==> config.mk <==
export PLATFORM = sky130hd
export DESIGN_NAME = dual_ccr_timer
export DESIGN_NICKNAME = d
export VERILOG_FILES = /design/src/rtl/dccr_pkg.sv /design/src/rtl/dccr_edge_sync.sv /design/src/rtl/dccr_regpair.sv /design/src/rtl/dccr_pin_drive.sv /design/src/rtl/dual_ccr_timer.sv
export SDC_FILE = /design/constraint.sdc
export NUM_CORES = 1
export LEC_CHECK = 0
export BUFFER_PORTS_ARGS = -buffer_cell sky130_fd_sc_hd__buf_2
export CAP_MARGIN = 15
export CORE_ASPECT_RATIO = 1.4
export CORE_MARGIN = 2
export CORE_UTILIZATION = 52
export CTS_CLUSTER_SIZE = 25
export DETAILED_ROUTE_END_ITERATION = 7
export GPL_ROUTABILITY_DRIVEN = 0
export PLACE_DENSITY = 0.81
export SYNTH_ARGS = -nofsm -noshare
export SYNTH_HDL_FRONTEND = slang
export SYNTH_SLANG_ARGS = --single-unit
==> constraint.sdc <==
create_clock -name clk -period 2.9 [get_ports clk]
set_input_delay 0.29 -clock clk [delete_from_list [all_inputs] [get_ports clk]]
set_output_delay 0.29 -clock clk [all_outputs]
set_load 0.02 [all_outputs]
==> src/rtl/dccr_pkg.sv <==
package dccr_pkg;

    localparam int unsigned MODE_W = 4;

    // Function class decoded from the mode field
    typedef enum logic [2:0] {
        FN_OFF,
        FN_PWIDTH,
        FN_PERIOD,
        FN_CAPT,
        FN_OCB,
        FN_OCAB,
        FN_PWM
    } fn_e;

    // Control register: polarity above mode
    typedef struct packed {
        logic              pol;
        logic [MODE_W-1:0] mode;
    } ctrl_t;

    // Edge events after synchronization
    typedef struct packed {
        logic sel;
        logic opp;
    } edge_t;

    // Compare results
    typedef struct packed {
        logic a_hit;
        logic b_hit;
        logic wrap;
    } hit_t;

    function automatic fn_e decode_fn(input logic [MODE_W-1:0] m);
        fn_e f;
        if (m[3]) begin
            f = FN_PWM;
        end else begin
            case (m[2:0])
                3'd1:    f = FN_PWIDTH;
                3'd2:    f = FN_PERIOD;
                3'd3:    f = FN_CAPT;
                3'd4:    f = FN_OCB;
                3'd5:    f = FN_OCAB;
                default: f = FN_OFF;
            endcase
        end
        return f;
    endfunction

    // Number of top time base bits ignored per PWM resolution select
    function automatic int unsigned pwm_drop(input logic [2:0] s);
        int unsigned d;
        case (s)
            3'd6:    d = 7;
            3'd7:    d = 9;
            default: d = int'(s);
        endcase
        return d;
    endfunction

    function automatic logic fn_is_output(input fn_e f);
        return (f == FN_OCB) || (f == FN_OCAB) || (f == FN_PWM);
    endfunction

endpackage

==> src/rtl/dccr_edge_sync.sv <==
module dccr_edge_sync
    import dccr_pkg::*;
#(
    parameter int unsigned STAGES = 2
) (
    input  logic  clk,
    input  logic  rst,
    input  logic  pin_in,
    input  logic  pol,
    output edge_t edges
);

    localparam int unsigned LEN = STAGES + 1;

    logic [LEN-1:0] chain;
    logic           level;
    logic           prev;
    logic           rise;
    logic           fall;

    always_ff @(posedge clk) begin
        if (rst) begin
            chain <= '0;
        end else begin
            chain <= {chain[LEN-2:0], pin_in};
        end
    end

    assign level = chain[STAGES-1];
    assign prev  = chain[STAGES];
    assign rise  = level & ~prev;
    assign fall  = ~level & prev;

    always_comb begin
        edges.sel = pol ? fall : rise;
        edges.opp = pol ? rise : fall;
    end

    generate
        if (STAGES == 2) begin : g_lat_chk

            sync_rise_lat_chk: assert property (@(posedge clk) disable iff (rst)
                rise |-> $past(pin_in, 2));

            sync_fall_lat_chk: assert property (@(posedge clk) disable iff (rst)
                fall |-> !$past(pin_in, 2));
        end
    endgenerate

endmodule

==> src/rtl/dccr_regpair.sv <==
module dccr_regpair
    import dccr_pkg::*;
#(
    parameter int unsigned W = 16
) (
    input  logic         clk,
    input  logic         rst,
    input  fn_e          fn,
    input  logic [2:0]   res_sel,
    input  edge_t        edges,
    input  logic [W-1:0] tbase,
    input  logic         wr_a,
    input  logic         wr_b,
    input  logic [W-1:0] wr_data,
    output logic [W-1:0] act_a,
    output logic [W-1:0] act_b,
    output hit_t         hits
);

    logic [W-1:0] shd_a;
    logic [W-1:0] shd_b;
    logic [W-1:0] mask;
    logic [W-1:0] tb_m;
    logic [W-1:0] cmp_a;
    logic [W-1:0] cmp_b;
    logic         pwm;
    logic         outm;

    assign pwm  = (fn == FN_PWM);
    assign outm = fn_is_output(fn);

    always_comb begin
        if (pwm) begin
            mask = {W{1'b1}} >> pwm_drop(res_sel);
        end else begin
            mask = {W{1'b1}};
        end
    end

    assign tb_m = tbase & mask;

    always_comb begin
        hits.wrap  = pwm && (tb_m == '0);
        cmp_a      = hits.wrap ? shd_a : act_a;
        cmp_b      = hits.wrap ? shd_b : act_b;
        hits.a_hit = outm && ((cmp_a & mask) == tb_m);
        hits.b_hit = outm && ((cmp_b & mask) == tb_m);
    end

    always_ff @(posedge clk) begin
        if (rst) begin
            act_a <= '0;
            act_b <= '0;
            shd_a <= '0;
            shd_b <= '0;
        end else begin
            if (wr_a) begin
                shd_a <= wr_data;
                if (!pwm) act_a <= wr_data;
            end
            if (wr_b) begin
                shd_b <= wr_data;
                if (!pwm) act_b <= wr_data;
            end
            if (hits.wrap) begin
                act_a <= shd_a;
                act_b <= shd_b;
            end
            case (fn)
                FN_PWIDTH: begin
                    if (edges.sel) act_a <= tbase;
                    if (edges.opp) act_b <= tbase;
                end
                FN_PERIOD: begin
                    if (edges.sel) begin
                        act_b <= act_a;
                        act_a <= tbase;
                    end
                end
                FN_CAPT: begin
                    if (edges.sel) act_a <= tbase;
                end
                default: ;
            endcase
        end
    end


    pwm_hold_chk: assert property (@(posedge clk) disable iff (rst)
        (pwm && !hits.wrap) |=> ($stable(act_a) && $stable(act_b)));


    capt_load_chk: assert property (@(posedge clk) disable iff (rst)
        (fn == FN_CAPT && edges.sel) |=> (act_a == $past(tbase)));


    period_shift_chk: assert property (@(posedge clk) disable iff (rst)
        (fn == FN_PERIOD && edges.sel) |=> (act_b == $past(act_a)));

endmodule

==> src/rtl/dccr_pin_drive.sv <==
module dccr_pin_drive
    import dccr_pkg::*;
(
    input  logic  clk,
    input  logic  rst,
    input  fn_e   fn,
    input  logic  pol,
    input  edge_t edges,
    input  hit_t  hits,
    output logic  pin_out,
    output logic  flag_out
);

    logic ff;
    logic evt;
    logic outm;

    assign outm = fn_is_output(fn);

    always_comb begin
        case (fn)
            FN_PWIDTH:     evt = edges.opp;
            FN_PERIOD:     evt = edges.sel;
            FN_CAPT:       evt = edges.sel;
            FN_OCB:        evt = hits.b_hit;
            FN_PWM:        evt = hits.b_hit;
            FN_OCAB:       evt = hits.a_hit | hits.b_hit;
            default:       evt = 1'b0;
        endcase
    end

    always_ff @(posedge clk) begin
        if (rst) begin
            ff       <= 1'b0;
            flag_out <= 1'b0;
        end else begin
            flag_out <= evt;
            if (!outm) begin
                ff <= 1'b0;
            end else if (hits.b_hit) begin
                ff <= 1'b0;
            end else if (hits.a_hit) begin
                ff <= 1'b1;
            end
        end
    end

    assign pin_out = outm & (ff ^ pol);


    b_wins_chk: assert property (@(posedge clk) disable iff (rst)
        (outm && hits.b_hit) |=> !ff);


    a_sets_chk: assert property (@(posedge clk) disable iff (rst)
        (outm && hits.a_hit && !hits.b_hit) |=> ff);


    off_quiet_chk: assert property (@(posedge clk) disable iff (rst)
        (fn == FN_OFF) |=> !flag_out);

endmodule

==> src/rtl/dual_ccr_timer.sv <==
module dual_ccr_timer
    import dccr_pkg::*;
#(
    parameter int unsigned TB_W        = 16,
    parameter int unsigned SYNC_STAGES = 2
) (
    input  logic            clk,
    input  logic            rst,
    input  logic            wr_en,
    input  logic [1:0]      wr_sel,
    input  logic [TB_W-1:0] wr_data,
    input  logic [TB_W-1:0] tbase,
    input  logic            pin_in,
    output logic            pin_out,
    output logic            flag_out,
    output logic [TB_W-1:0] reg_a,
    output logic [TB_W-1:0] reg_b
);

    localparam int unsigned CTRL_W = $bits(ctrl_t);

    ctrl_t ctrl;
    fn_e   fn;
    edge_t edges;
    hit_t  hits;
    logic  wr_ctrl;
    logic  wr_a;
    logic  wr_b;

    assign wr_ctrl = wr_en && (wr_sel == 2'd0);
    assign wr_a    = wr_en && (wr_sel == 2'd1);
    assign wr_b    = wr_en && (wr_sel == 2'd2);

    always_ff @(posedge clk) begin
        if (rst) begin
            ctrl <= '0;
        end else if (wr_ctrl) begin
            ctrl <= ctrl_t'(wr_data[CTRL_W-1:0]);
        end
    end

    assign fn = decode_fn(ctrl.mode);

    dccr_edge_sync #(.STAGES(SYNC_STAGES)) u_sync (
        .clk    (clk),
        .rst    (rst),
        .pin_in (pin_in),
        .pol    (ctrl.pol),
        .edges  (edges)
    );

    dccr_regpair #(.W(TB_W)) u_regs (
        .clk     (clk),
        .rst     (rst),
        .fn      (fn),
        .res_sel (ctrl.mode[2:0]),
        .edges   (edges),
        .tbase   (tbase),
        .wr_a    (wr_a),
        .wr_b    (wr_b),
        .wr_data (wr_data),
        .act_a   (reg_a),
        .act_b   (reg_b),
        .hits    (hits)
    );

    dccr_pin_drive u_drive (
        .clk      (clk),
        .rst      (rst),
        .fn       (fn),
        .pol      (ctrl.pol),
        .edges    (edges),
        .hits     (hits),
        .pin_out  (pin_out),
        .flag_out (flag_out)
    );


    ctrl_hold_chk: assert property (@(posedge clk) disable iff (rst)
        !wr_ctrl |=> $stable(ctrl));

endmodule

==> metrics.cfg <==
[clock_tree]
cts_tree=done
cts_max_path_buffers=2
clk-insertion-delay-late_ns=0.34
cts_made_buffers=9
cts_root_buf=clkbuf_16
cts.reportedPaths.clkPinSlew_ns=0.06
cts.htree.levels=3
cts.sinks=74

[setup_path]
path_max_fanout=16
crit_path_end_kind=flop
cp_data_arrival_time_ns=3.22
path_cells=buf_8 > o211ai_1 > and3_1 > nor2_2 > buf_6 > a21oi_4 > a2bb2o_4 > or4_4 > or4_4 > nor4b_2
worstPathRequired_ns=3.12
crit_top_cell=or4_4
path_class=flop to flop
crit_path_start_kind=flop
cpMaxStageDelayCell=or4_4
crit_path_max_incr_delay_ns=0.54

[logic_synthesis]
ys.flop_type=dfxtp_1
synth_top_area_cell=dfxtp_1
synth-seq-cells=74
synth_area_leaders=dfxtp_1 32%, mux2i_1 10%, nand2_1 8.6%
synth_area_sq_um=4690
yosysUniqueCellTypes=56
yosysWarnings=0
syn_inst=635
synth_edf_count=0
async_reset_ff_share_pct=0
synth_top_area_share_pct=31.6
syn_area_per_cell_sq_um=7.38
synth_fp_nets=673
seq_area_frac_synth_pct=31.6

[route]
ant_nets=0
routed_wl_microns=17200
firstDrtPassIters=7
vias=5630
wl_per_cell_microns=20.2
remaining_drc_errors=0
first_iter_violations=767
drt-vias-per-instance=6.63

[status]
violations=negative setup slack
status=complete, but fails checks

[global_route]
grt_usage_pct=34.5
antenna_found_initial=0
grt_max_degree=34
grt_pass1_vias=5287
grt_overflow=0
grt_pass1_wl_microns=26600

[power]
irDropWorstVdd_uv=339
p_sw_share_pct=26.9
power_switching_w=0.000760
pwr-share-comb_pct=16.3
pwr-share-seq_pct=39.1
power_frac_clock_pct=44.6
total_power_w=0.00282
power_density_nw_per_um2=467
leakagePower_nw=2.53
internal-power_w=0.00206

[timing]
tightestPinTransition_ns=0.943
period_share_pct=103
slew_headroom_pct=37.1
rsz0062_at_grt=true
holdWs_ns=0.160
setup_slack_ns=-0.0917
final_hold_viol_count=0
setup_tns_ns=-0.178
min_period_ns=2.99
final_max_slew_viol_count=0
clock-skew-final_ns=0.00559
clock.fmax_mhz=334
setup_viol=2

[layout]
fin_util_pct=68.1
layout_commonest_cell=nand2_1
nets=775
syn_to_final_growth_pct=28.8
n_antenna_cell=0
final_cell_mix=108 x nand2_1, 73 x a21oi_1, 71 x buf_2
drive_above_1_share_pct=25.9
final_area_sq_um=6040

[placement]
dpl.hpwl_microns=11700
port_buffers=71
placed_area_sq_um=5530

[floorplanning]
die_x_microns=84.3
core_sq_um=8870
start_util_pct=52.8
dieArea_sq_um=9800
ios=72
placementRows=41
die_y_microns=116

[worst_hold_path]
hold_path_class=input pin to flop

[run]
max_cap_viol_count=0

-- power groups by stage --
| stage | sequential, W | combinational, W | clock, W |
|---|---|---|---|
| 2_1_floorplan | 0.00114 | 0.000231 | 0 |
| 3_3_place_gp | 0.00112 | 0.000417 | 0 |
| 3_5_place_dp | 0.00112 | 0.000429 | 0 |
| 4_1_cts | 0.00110 | 0.000442 | 0.00126 |
| 5_1_grt | 0.00111 | 0.000491 | 0.00132 |
| 6_report | 0.00110 | 0.000461 | 0.00126 |
-- through the flow --
stage	worst slack [ns]	instances
2_1_floorplan	-0.0451	635
4_1_cts	-0.0568	849
3_3_place_gp	-0.112	827
3_5_place_dp	-0.167	827
5_1_grt	-0.174	849
6_report	-0.0917	849
-- cells by family after synthesis --
logic type	Yosys count	synth area share [%]
simple gates	229	22.1
mux	49	10.5
xor+xnor	15	2.80
flops	74	31.6
buf+inv	70	5.74
compound gates	198	27.2
-- final cells by class --
type	instances	area, sq um
Clock buffer	12	267
Fill cell	678	2840
Tap cell	107	134
Sequential cell	74	1490
Clock inverter	4	72.6
Timing Repair Buffer	146	961
Inverter	15	56.3
Multi-Input combinational cell	491	3060
-- routing by layer --
layer  routed length (microns)  GRT usage [%]  vias up
met5                         0              0        -
met4                      1340           22.8        0
met3                      1710           8.48      117
met2                      8100           56.6      434
met1                      6020           40.0     2594
li1                          -              -     2485
-- Yosys cell counts (3+ instances only) --
master    instances
a211oi_1         33
a21oi_1          76
a221oi_1          3
a311oi_1         15
buf_1             3
clkbuf_1         49
dfxtp_1          74
inv_1            15
mux2i_1          48
nand2_1         108
nand2b_1         11
nand3_1           4
nand3b_1          3
nand4_1           3
nor2_1           57
nor2b_1          19
nor3_1            3
nor3b_1           4
nor4_1            4
o21ai_0          36
o221ai_1          3
o32ai_1           3
xnor2_1          13
-- what timing repair did --
item / in CTS / in global routing
buffers inserted: 7 / 0
pin swaps: 13 / 8
gates resized for setup: 18 / 14
endpoints found under the setup margin: 2 / 2
hold buffers: 0 / 0
-- state kept, by name (all words and copies together) (netlist names) --
signal and flops:
u_sync.chain 3, u_drive.ff 1, u_regs.shd_b 16, u_regs.shd_a 16
u_drive.flag_out 1, ctrl 5, u_regs.act_a 16, u_regs.act_b 16
-- worst max-delay path: cells and delay by family, from the launching register on --
| family | cells | cell delay, ns |
|---|---|---|
| buf+inv | 2 | 0.29 |
| flops | 1 | 0.37 |
| compound gates | 3 | 0.64 |
| simple gates | 5 | 1.58 |
-- path summary, 6_finish.rpt --
path                         startpoint  slack, ns  cells past startpoint                    endpoint
min reg2reg  u_sync.chain[0]$_SDFF_PP0_       0.46                      1  u_sync.chain[1]$_SDFF_PP0_
max                ctrl[2]$_SDFFE_PP0P_      -0.09                     10     u_drive.ff$_SDFFE_PP0N_
max reg2reg        ctrl[2]$_SDFFE_PP0P_      -0.09                     10     u_drive.ff$_SDFFE_PP0N_
min                              pin_in       0.16                      2  u_sync.chain[0]$_SDFF_PP0_
Note: power is estimated with default switching activity, not from simulation.
